===== src/rtl/sram_bridge_pkg.sv =====
package sram_bridge_pkg;

   typedef enum logic [2:0] {
      ST_IDLE = 3'd0,
      ST_RD   = 3'd1,
      ST_WSET = 3'd2,
      ST_WPUL = 3'd3,
      ST_WHLD = 3'd4
   } seq_state_e;

   // Round a nanosecond minimum up to whole clocks, never below one.
   function automatic int ns_to_cyc(input int t_ns, input int clk_ns);
      int c;
      c = (t_ns + clk_ns - 1) / clk_ns;
      if (c < 1) c = 1;
      return c;
   endfunction

   function automatic int imax(input int a, input int b);
      return (a > b) ? a : b;
   endfunction

endpackage


===== src/rtl/sram_bridge_seq.sv =====
module sram_bridge_seq
   import sram_bridge_pkg::*;
#(
   parameter int LANES = 2,
   parameter int CNT_W = 5,
   parameter int N_RD  = 18,
   parameter int N_WP  = 14,
   parameter int N_WH  = 3,
   parameter int N_HZ  = 7
) (
   input  logic             clk,
   input  logic             rst,
   input  logic             req,
   input  logic             we,
   input  logic [LANES-1:0] mask,
   output logic             ready,
   output seq_state_e       state_q,
   output seq_state_e       state_d,
   output logic             rd_done,
   output logic             null_rd,
   output logic             hz_zero
);

   logic [CNT_W-1:0] cnt_q, cnt_d;
   logic [CNT_W-1:0] hz_q;

   assign ready   = (state_q == ST_IDLE);
   assign rd_done = (state_q == ST_RD) && (cnt_q == '0);
   assign null_rd = ready && req && !we && (mask == '0);
   assign hz_zero = (hz_q == '0);

   always_comb begin
      state_d = state_q;
      cnt_d   = cnt_q;
      case (state_q)
         ST_IDLE: begin
            if (req && (mask != '0)) begin
               if (we) begin
                  state_d = ST_WSET;
               end else begin
                  state_d = ST_RD;
                  cnt_d   = CNT_W'(N_RD - 1);
               end
            end
         end
         ST_RD: begin
            if (cnt_q == '0) state_d = ST_IDLE;
            else             cnt_d   = cnt_q - 1'b1;
         end
         ST_WSET: begin
            if (hz_q == '0) begin
               state_d = ST_WPUL;
               cnt_d   = CNT_W'(N_WP - 1);
            end
         end
         ST_WPUL: begin
            if (cnt_q == '0) begin
               state_d = ST_WHLD;
               cnt_d   = CNT_W'(N_WH - 1);
            end else begin
               cnt_d = cnt_q - 1'b1;
            end
         end
         ST_WHLD: begin
            if (cnt_q == '0) state_d = ST_IDLE;
            else             cnt_d   = cnt_q - 1'b1;
         end
         default: state_d = ST_IDLE;
      endcase
   end

   always_ff @(posedge clk) begin
      if (rst) begin
         state_q <= ST_IDLE;
         cnt_q   <= '0;
      end else begin
         state_q <= state_d;
         cnt_q   <= cnt_d;
      end
   end

   // Turnaround guard: counts down from the moment the read strobe is released.
   always_ff @(posedge clk) begin
      if (rst)                hz_q <= '0;
      else if (rd_done)       hz_q <= CNT_W'(N_HZ);
      else if (hz_q != '0)    hz_q <= hz_q - 1'b1;
   end

   p_null_no_cycle_r9: assert property (@(posedge clk) disable iff (rst)
      (ready && req && (mask == '0)) |=> (state_q == ST_IDLE))
      else $error("zero-mask request started a memory cycle");

   p_rd_leaves_idle_r3: assert property (@(posedge clk) disable iff (rst)
      rd_done |=> (state_q == ST_IDLE))
      else $error("read did not return to idle after capture");

endmodule


===== src/rtl/sram_bridge_pins.sv =====
module sram_bridge_pins
   import sram_bridge_pkg::*;
#(
   parameter int ADDR_W = 16,
   parameter int DATA_W = 16,
   parameter int LANES  = 2
) (
   input  logic              clk,
   input  logic              rst,
   input  seq_state_e        state_d,
   input  logic [ADDR_W-1:0] sel_addr,
   input  logic [DATA_W-1:0] sel_wdata,
   input  logic [LANES-1:0]  sel_mask,
   output logic              ce_n_q,
   output logic              we_n_q,
   output logic              oe_n_q,
   output logic [LANES-1:0]  be_n_q,
   output logic [ADDR_W-1:0] addr_q,
   output logic [DATA_W-1:0] dq_o_q,
   output logic [LANES-1:0]  dq_oe_q
);

   logic active_d, drive_d;

   assign active_d = (state_d != ST_IDLE);
   assign drive_d  = (state_d == ST_WPUL) || (state_d == ST_WHLD);

   always_ff @(posedge clk) begin
      if (rst) begin
         ce_n_q <= 1'b1;
         we_n_q <= 1'b1;
         oe_n_q <= 1'b1;
         addr_q <= '0;
         dq_o_q <= '0;
      end else begin
         ce_n_q <= !active_d;
         we_n_q <= (state_d != ST_WPUL);
         oe_n_q <= (state_d != ST_RD);
         addr_q <= sel_addr;
         dq_o_q <= sel_wdata;
      end
   end

   for (genvar l = 0; l < LANES; l++) begin : g_lane
      always_ff @(posedge clk) begin
         if (rst) begin
            be_n_q[l]  <= 1'b1;
            dq_oe_q[l] <= 1'b0;
         end else begin
            be_n_q[l]  <= !(active_d && sel_mask[l]);
            dq_oe_q[l] <= drive_d && sel_mask[l];
         end
      end
   end

   p_we_needs_ce_r4: assert property (@(posedge clk) disable iff (rst)
      !we_n_q |-> (!ce_n_q && oe_n_q))
      else $error("write strobe low without chip select or with read strobe low");

   p_no_drive_on_read_r7: assert property (@(posedge clk) disable iff (rst)
      (dq_oe_q != '0) |-> oe_n_q)
      else $error("lane driver on while read strobe low");

   p_addr_stable_r11: assert property (@(posedge clk) disable iff (rst)
      (!ce_n_q && $past(!ce_n_q)) |-> $stable(addr_q))
      else $error("address moved while chip select low");

   p_hold_after_we_r5: assert property (@(posedge clk) disable iff (rst)
      $rose(we_n_q) |-> ((dq_oe_q != '0) && $stable(dq_o_q)))
      else $error("write data not held after strobe release");

   p_lane_drive_masked_r6: assert property (@(posedge clk) disable iff (rst)
      ((dq_oe_q & be_n_q) == '0))
      else $error("driver on for a lane whose strobe is high");

endmodule


===== src/rtl/sram_bridge_rdret.sv =====
module sram_bridge_rdret #(
   parameter int DATA_W = 16,
   parameter int LANES  = 2
) (
   input  logic              clk,
   input  logic              rst,
   input  logic              cap,
   input  logic              null_rd,
   input  logic [LANES-1:0]  mask,
   input  logic [DATA_W-1:0] dq_i,
   output logic [DATA_W-1:0] rdata_q,
   output logic              rvalid_q
);

   always_ff @(posedge clk) begin
      if (rst) rvalid_q <= 1'b0;
      else     rvalid_q <= cap || null_rd;
   end

   for (genvar l = 0; l < LANES; l++) begin : g_lane
      always_ff @(posedge clk) begin
         if (rst) begin
            rdata_q[8*l +: 8] <= '0;
         end else if (cap) begin
            rdata_q[8*l +: 8] <= mask[l] ? dq_i[8*l +: 8] : 8'h00;
         end else if (null_rd) begin
            rdata_q[8*l +: 8] <= 8'h00;
         end
      end
   end

   p_rvalid_source_r3: assert property (@(posedge clk) disable iff (rst)
      rvalid_q |-> $past(cap || null_rd))
      else $error("read valid without capture or zero-mask read");

endmodule


===== src/rtl/sram_bridge.sv =====
module sram_bridge
   import sram_bridge_pkg::*;
#(
   parameter int ADDR_W    = 16,
   parameter int DATA_W    = 16,
   parameter int CLK_NS    = 4,
   parameter int T_RC_NS   = 70,
   parameter int T_AA_NS   = 70,
   parameter int T_DOE_NS  = 35,
   parameter int T_DBE_NS  = 35,
   parameter int T_WC_NS   = 70,
   parameter int T_PWE_NS  = 50,
   parameter int T_SCE_NS  = 60,
   parameter int T_AW_NS   = 60,
   parameter int T_SD_NS   = 30,
   parameter int T_HZOE_NS = 25
) (
   input  logic                clk,
   input  logic                rst,
   input  logic                host_req,
   output logic                host_ready,
   input  logic                host_we,
   input  logic [ADDR_W-1:0]   host_addr,
   input  logic [DATA_W-1:0]   host_wdata,
   input  logic [DATA_W/8-1:0] host_mask,
   output logic [DATA_W-1:0]   host_rdata,
   output logic                host_rvalid,
   output logic                mem_ce_n,
   output logic                mem_we_n,
   output logic                mem_oe_n,
   output logic [DATA_W/8-1:0] mem_be_n,
   output logic [ADDR_W-1:0]   mem_addr,
   output logic [DATA_W-1:0]   mem_dq_o,
   output logic [DATA_W/8-1:0] mem_dq_oe,
   input  logic [DATA_W-1:0]   mem_dq_i
);

   localparam int LANES = DATA_W / 8;
   localparam int C_RC  = ns_to_cyc(T_RC_NS, CLK_NS);
   localparam int C_AA  = ns_to_cyc(T_AA_NS, CLK_NS);
   localparam int C_DOE = ns_to_cyc(T_DOE_NS, CLK_NS);
   localparam int C_DBE = ns_to_cyc(T_DBE_NS, CLK_NS);
   localparam int C_WC  = ns_to_cyc(T_WC_NS, CLK_NS);
   localparam int C_PWE = ns_to_cyc(T_PWE_NS, CLK_NS);
   localparam int C_SCE = ns_to_cyc(T_SCE_NS, CLK_NS);
   localparam int C_AW  = ns_to_cyc(T_AW_NS, CLK_NS);
   localparam int C_SD  = ns_to_cyc(T_SD_NS, CLK_NS);
   localparam int N_HZ  = ns_to_cyc(T_HZOE_NS, CLK_NS);
   localparam int N_RD  = imax(imax(C_RC, C_AA), imax(C_DOE, C_DBE));
   localparam int N_WP  = imax(1, imax(imax(C_PWE, C_SD), imax(C_SCE - 1, C_AW - 1)));
   localparam int N_WH  = imax(1, C_WC - 1 - N_WP);
   localparam int CNT_MAX = imax(imax(N_RD, N_WP), imax(N_WH, N_HZ));
   localparam int CNT_W = $clog2(CNT_MAX + 1);

   if (DATA_W < 8 || (DATA_W % 8) != 0) begin : g_bad_width
      $error("DATA_W must be a nonzero whole number of bytes");
   end
   if (CLK_NS < 1) begin : g_bad_clk
      $error("CLK_NS must be at least 1");
   end
   if (ADDR_W < 1) begin : g_bad_addr
      $error("ADDR_W must be at least 1");
   end

   logic              accept;
   logic [ADDR_W-1:0] lat_addr, sel_addr;
   logic [DATA_W-1:0] lat_wdata, sel_wdata;
   logic [LANES-1:0]  lat_mask, sel_mask;
   seq_state_e        state_q, state_d;
   logic              rd_done, null_rd, hz_zero;

   assign accept    = host_req && host_ready;
   assign sel_addr  = accept ? host_addr  : lat_addr;
   assign sel_wdata = accept ? host_wdata : lat_wdata;
   assign sel_mask  = accept ? host_mask  : lat_mask;

   always_ff @(posedge clk) begin
      if (rst) begin
         lat_addr  <= '0;
         lat_wdata <= '0;
         lat_mask  <= '0;
      end else if (accept) begin
         lat_addr  <= host_addr;
         lat_wdata <= host_wdata;
         lat_mask  <= host_mask;
      end
   end

   sram_bridge_seq #(
      .LANES (LANES), .CNT_W (CNT_W), .N_RD (N_RD),
      .N_WP  (N_WP),  .N_WH  (N_WH),  .N_HZ (N_HZ)
   ) u_seq (
      .clk     (clk),
      .rst     (rst),
      .req     (host_req),
      .we      (host_we),
      .mask    (host_mask),
      .ready   (host_ready),
      .state_q (state_q),
      .state_d (state_d),
      .rd_done (rd_done),
      .null_rd (null_rd),
      .hz_zero (hz_zero)
   );

   sram_bridge_pins #(
      .ADDR_W (ADDR_W), .DATA_W (DATA_W), .LANES (LANES)
   ) u_pins (
      .clk       (clk),
      .rst       (rst),
      .state_d   (state_d),
      .sel_addr  (sel_addr),
      .sel_wdata (sel_wdata),
      .sel_mask  (sel_mask),
      .ce_n_q    (mem_ce_n),
      .we_n_q    (mem_we_n),
      .oe_n_q    (mem_oe_n),
      .be_n_q    (mem_be_n),
      .addr_q    (mem_addr),
      .dq_o_q    (mem_dq_o),
      .dq_oe_q   (mem_dq_oe)
   );

   sram_bridge_rdret #(
      .DATA_W (DATA_W), .LANES (LANES)
   ) u_rdret (
      .clk      (clk),
      .rst      (rst),
      .cap      (rd_done),
      .null_rd  (null_rd),
      .mask     (lat_mask),
      .dq_i     (mem_dq_i),
      .rdata_q  (host_rdata),
      .rvalid_q (host_rvalid)
   );

   p_drive_after_turn_r8: assert property (@(posedge clk) disable iff (rst)
      $rose(mem_dq_oe != '0) |-> hz_zero)
      else $error("lane drivers enabled inside turnaround window");

   p_idle_standby_r2: assert property (@(posedge clk) disable iff (rst)
      host_ready |-> (mem_ce_n && (mem_dq_oe == '0)))
      else $error("chip select or drivers active while idle");

   p_seq_state_legal_r2: assert property (@(posedge clk) disable iff (rst)
      (state_q inside {ST_IDLE, ST_RD, ST_WSET, ST_WPUL, ST_WHLD}))
      else $error("illegal sequencer state");

endmodule


===== config.mk =====
export PLATFORM = sky130hd
export DESIGN_NAME = sram_bridge
export DESIGN_NICKNAME = d
export VERILOG_FILES = /design/src/rtl/sram_bridge_pkg.sv /design/src/rtl/sram_bridge_seq.sv /design/src/rtl/sram_bridge_pins.sv /design/src/rtl/sram_bridge_rdret.sv /design/src/rtl/sram_bridge.sv
export SDC_FILE = /design/constraint.sdc
export NUM_CORES = 1
export LEC_CHECK = 0
export ABC_AREA = 1
export ABC_CLOCK_PERIOD_IN_PS = 2000
export BUFFER_PORTS_ARGS = -buffer_cell sky130_fd_sc_hd__buf_2
export CORE_UTILIZATION = 40
export CTS_BUF_LIST = sky130_fd_sc_hd__clkbuf_8
export CTS_CLUSTER_SIZE = 20
export DETAILED_ROUTE_END_ITERATION = 6
export GPL_TIMING_DRIVEN = 0
export PLACE_DENSITY = 0.72
export SLEW_MARGIN = 20
export SYNTH_ARGS = -nofsm -noshare
export SYNTH_HDL_FRONTEND = slang
export SYNTH_SLANG_ARGS = --single-unit

===== constraint.sdc =====
create_clock -name clk -period 2 [get_ports clk]
set_input_delay 0.2 -clock clk [delete_from_list [all_inputs] [get_ports clk]]
set_output_delay 0.2 -clock clk [all_outputs]
set_load 0.02 [all_outputs]

Word-level counts from Yosys, hierarchy flattened
Cells that the tools add are included.
{ "word_totals": {"register_bits": 71, "input_bits": 54, "output_inout_bits": 57, "wordCells": 79} }
{ "classes": {"n_addsub": 2, "n_eq_ne": 12, "n_mux": 20, "reduce_logical": 28} }
{ "op_table": {"columns": ["op", "count"], "rows": [
  ["two-way mux 8 bit", 5],
  ["two-way mux 5 bit", 5],
  ["case mux 5 bit (4 select lines)", 1],
  ["two-way mux 3 bit", 6],
  ["case mux 3 bit (4 select lines)", 1],
  ["zero test 5 bit", 2],
  ["subtractor 5 x 1 -> 5 bit (second input constant)", 2],
  ["== test 3 x 2 -> 1 bit (second input constant)", 3],
  ["logical AND 1 bit", 9],
  ["!= test 2 bit (second input constant)", 4],
  ["== test 3 bit (second input constant)", 2],
  ["nonzero test 2 bit", 3],
  ["AND reduction 5 bit", 1],
  ["nonzero test 5 bit", 1],
  ["zero test 1 bit", 4],
  ["two-way mux 2 bit", 2],
  ["nonzero test 4 bit", 1],
  ["OR reduction 2 bit", 2],
  ["== test 3 x 1 -> 1 bit (second input constant)", 1],
  ["zero test 3 bit", 1],
  ["!= test 3 x 1 -> 1 bit (second input constant)", 1],
  ["!= test 3 x 2 -> 1 bit (second input constant)", 1],
  ["nonzero test 3 bit", 1],
  ["zero test 2 bit", 1],
  ["logical OR 1 bit", 2]
]} }

Longest topological paths before layout
{ "depth": {"ltp_word": 7, "depth_mapped": 10, "depth_no_buf": 10} }

Cells and area by module
Synthesis repeated with hierarchy kept, for this count alone.
{ "unflattened": {"cells_unflattened": 625, "area_unflattened_um2": 4863.4} }
{ "modules_own_cells": {"columns": ["module", "n_inst", "cells_each", "area_each_um2", "seq_area_each_um2"], "rows": [
  ["sram_bridge", 1, 288, 2144.6, 680.7],
  ["sram_bridge_pins", 1, 125, 1149.9, 780.7],
  ["sram_bridge_seq", 1, 138, 870.8, 260.2],
  ["sram_bridge_rdret", 1, 74, 698.2, 340.3]
]} }

Worst setup path after synthesis
OpenSTA, ideal clock, no wires.
{ "synth_path": {"path_kind": "flip-flop to flip-flop", "start": "register u_seq.cnt_q[0]", "end": "register u_rdret.rdata_q[15]", "setup_ns": 0.134, "t_arrival_ns": 1.252, "t_required_ns": 1.866, "slack_ns": 0.614, "path_stages_with_launch": 9, "n_path_buf": 1, "synth_period_minus_slack_ns": 1.386, "path_cell_list": "dfxtp_1 inv_1 ha_1 nand3_4 nor2_8 inv_4 buf_6 nand3_1 a21oi_1"} }
{ "synth_between": {"elab_chain_len": 3, "elab_cells_between_ends": 4, "classes_between": "mux (1); reduce/logical (3)"} }
{ "synth_lines": {"columns": ["element", "line", "rtl"], "rows": [
  ["from (decl)", "sram_bridge_seq.sv:24", "logic [CNT_W-1:0] cnt_q, cnt_d;"],
  ["from (signal assigned)", "sram_bridge_seq.sv:78", "cnt_q <= cnt_d;"],
  ["zero test 5 bit (*)", "sram_bridge_seq.sv:28", "assign rd_done = (state_q == ST_RD) && (cnt_q == '0);"],
  ["logical AND 1 bit (*)", "sram_bridge_seq.sv:28", null],
  ["two-way mux 8 bit / nonzero test 2 bit (equally long branches)", null, null],
  ["to (signal, indexed assignment)", "sram_bridge_rdret.sv:25", "rdata_q[8*l +: 8] <= mask[l] ? dq_i[8*l +: 8] : 8'h00;"],
  ["to (decl)", "sram_bridge_rdret.sv:11", "output logic [DATA_W-1:0] rdata_q,"]
]} }
Mark *: on every way between the ends. The rest lies on a longest branch, timed or not.
A chain may end at the register's enable or synchronous reset.

Worst setup path in the final report
{ "layout_path": {"start": "register u_seq.cnt_q[0]", "end": "register u_rdret.rdata_q[11]"} }
Same word-level chain as after synthesis.

==> impl_metrics.ini <==
[timing]
setup_violations = 0
tns_ns = 0
grt_setup_unrepaired = false
relSlewSlack = 0.666
worst_slew_pin_slew_ns = 0.502
finalClockSkew_ns = 0.00779
finalMaxSlewViolations = 0
finalHoldViolCount = 0
finalCriticalPeriod_ns = 1.61
max_freq_mhz = 623
final.period_utilization = 0.803

[setup_path]
reg2reg_slack_ns = 0.39
critPathCapture = u_rdret.rdata_q[11]
start_kind = flop
worst_path_max_delay_cell = dfxtp_1
path_buf_inv = 3
reg2reg_depth = 8
worstPathArrival_ns = 1.83
crit_type = reg2reg
crit_path_max_incr_delay_ns = 0.31
rr_endpoint = u_rdret.rdata_q[11]
cp.depth = 8
crit_chain = inv_1 -> ha_1 -> nand3_4 -> nor2_8 -> inv_4 -> buf_6 -> nand3_1 -> a21oi_1
setup.worst_path.start = u_seq.cnt_q[0]
regToRegStartpoint = u_seq.cnt_q[0]
critPathTopFamily = simple AND/OR/NAND/NOR gates
end_kind = flop
cp_max_fo = 10
crit_required_ns = 2.22

[detailed_routing]
first_iter_violations = 139
antenna_left = 0
drc = 0
drt-total-wl_um = 7260
vias = 2882
viasPerCell = 4.83
firstDrtPassIters = 4
wl_per_cell_um = 12.2

[floorplan]
initial_core_util = 0.423
pin_count = 111
rows = 30
die_x_um = 87.4
core-area_sq_um = 6910
design.die.area_sq_um = 7640
die-height_um = 87.4

[logic_synthesis]
synth_warnings = 0
synth_area_leaders = dfxtp_1 (49%), nor2_1 (10%), nand3_1 (6.5%)
synth.top_cell.area_share = 0.487
yosysSeqAreaShare = 0.487
synthCells = 376
syn_area_per_cell_sq_um = 7.76
post_synth_num_cell_types = 32
syn-num-nets = 433
ys_seq_elements = 71
synthesis.area_sq_um = 2920
yosysTopAreaCell = dfxtp_1

[power_and_ir_drop]
power.density_nw_per_um2 = 1080
peakVddDrop_mv = 0.506
leakage_nw = 1.84

[clocking]
cts_tree = yes
ctsHoldBuffers = 0
htree_num_levels = 3
clock_latency_ns = 0.35
path_clk_slew_ns = 0.08
cts_setup_buffers = 0
cts_max_path_buffers = 2
post_cts_resize_count = 0
cts_sinks = 71
cts_buffers = 9
root_buffer = clkbuf_8

[job]
maxCapViolCount = 0

[grt]
grt-ovfl-total = 0
grt_pass1_wl_um = 12200
antenna_found_initial = 0
grt_pass1_vias = 2822
track_usage = 0.204
grt_start_max_net_pins = 14

[final_layout]
fin_nets = 553
final_core_util = 0.548
layout-drive-gt1-share = 0.311
diodes = 0
areaGrowthSynthToFinish_pct = 29.6

[hold_path]
hold_start = host_addr[15]
hp-class = in2reg

[placement]
dp_hpwl_um = 5380
place_congestion = 0.792
portBuffers = 109

[run_status]
outcome = finished, final reports clean
[kinds of logic after synthesis]
family	Yosys count	share of synthesized area
AO/OA/AOI/OAI	72	0.129
flip-flops	71	0.487
adder cells (fa/ha/maj)	3	0.0129
buffers and inverters	49	0.0729
AND/OR/NAND/NOR	181	0.298
[synthesized netlist by cell type (all sizes together)]
master / number
nor2: 86
dfxtp: 71
nand2: 44
nand3: 42
o21ai: 38
inv: 31
a21oi: 28
buf: 9
clkbuf: 9
ha: 3
nand4: 3
o211ai: 3
nor4: 2
or2: 2
a211oi: 1
a31oi: 1
nand3b: 1
nor3: 1
o21bai: 1
[worst min path at each step]
stage,endpoint,cells past startpoint,slack (ns)
2_1_floorplan,u_pins.addr_q[6],2,0.33
3_3_place_gp,u_pins.dq_o_q[0],3,0.42
3_5_place_dp,u_pins.addr_q[14],3,0.43
4_1_cts,u_pins.addr_q[15],3,0.06
5_1_grt,u_pins.addr_q[7],3,0.07
6_report,u_pins.addr_q[15],3,0.07
[metrics by stage]
stage	cells	cell area, sq um	power, mW	setup WS [ns]	hold slack, ns
after global placement	581	3580	2.91	0.439	0.422
after global routing	597	3780	4.34	0.222	0.0712
after detailed placement	581	3580	2.94	0.397	0.428
after CTS	597	3780	4.08	0.384	0.0606
after floorplan	376	2920	2.60	0.614	0.335
final	597	3780	4.07	0.394	0.0678
[worst reg2reg max path: stages, from the launching register on]
cell and delay, ns:
dfxtp_1 0.31, inv_1 0.11, ha_1 0.28, nand3_4 0.17
nor2_8 0.22, inv_4 0.10, buf_6 0.15, nand3_1 0.08
a21oi_1 0.06
[cell usage in the layout (no fill, tap or decap)]
cell type	synthesis	layout
nand2_4	3	3
nand3b_1	1	1
nand4_4	1	1
a31oi_1	1	1
clkinvlp_4	0	3
o211ai_1	3	3
nor2_2	2	2
dfxtp_1	71	71
or2_2	2	2
nand3_1	38	38
nand3_2	3	3
inv_2	4	4
nand4_1	2	2
nor2_1	81	81
inv_6	0	1
nand3_4	1	1
a211oi_1	1	1
nor2_8	2	2
clkbuf_1	9	9
inv_4	1	1
buf_6	2	2
nand2_1	39	39
nand2_2	2	2
inv_1	26	27
nor4_1	2	2
o21ai_0	38	38
bufinv_16	0	1
clkbuf_8	0	9
buf_4	1	1
a21oi_2	1	1
buf_2	6	115
clkinv_4	0	1
o21bai_1	1	1
nor3_1	1	1
ha_1	3	3
nor2_4	1	1
a21oi_1	27	27
[flip-flops by register name (all words and copies together) (netlist names)]
name,cells
u_rdret.rvalid_q,1
u_pins.oe_n_q,1
u_pins.we_n_q,1
u_pins.ce_n_q,1
u_seq.hz_q,5
u_seq.cnt_q,5
u_seq.state_q,3
lat_mask,2
u_pins.be_n_q,2
u_pins.addr_q,16
u_rdret.rdata_q,16
u_pins.dq_oe_q,2
u_pins.dq_o_q,16
[layout make-up]
cell class / count / area [sq um]
Clock buffer: 9 / 124
Multi-Input combinational cell: 256 / 1280
Buffer: 18 / 93.8
Timing Repair Buffer: 109 / 546
Fill cell: 680 / 3120
Sequential cell: 71 / 1420
Inverter: 31 / 119
Clock inverter: 7 / 73.8
Tap cell: 96 / 120
[routing by layer]
| metal | vias up | wire length (um) | track usage |
|---|---|---|---|
| met4 | 0 | 98 | 0.0849 |
| met3 | 9 | 505 | 0.0616 |
| met5 | - | 0 | 0 |
| met1 | 1329 | 3290 | 0.255 |
| li1 | 1465 | - | - |
| met2 | 79 | 3370 | 0.327 |
[where the power goes]
group	switching [mW]	internal (mW)	total [mW]
sequential	0.108	1.60	1.71
combinational	0.794	0.421	1.21
clock	0.572	0.577	1.15
total	1.47	2.60	4.07
Note: power is estimated with default switching activity, not from simulation.
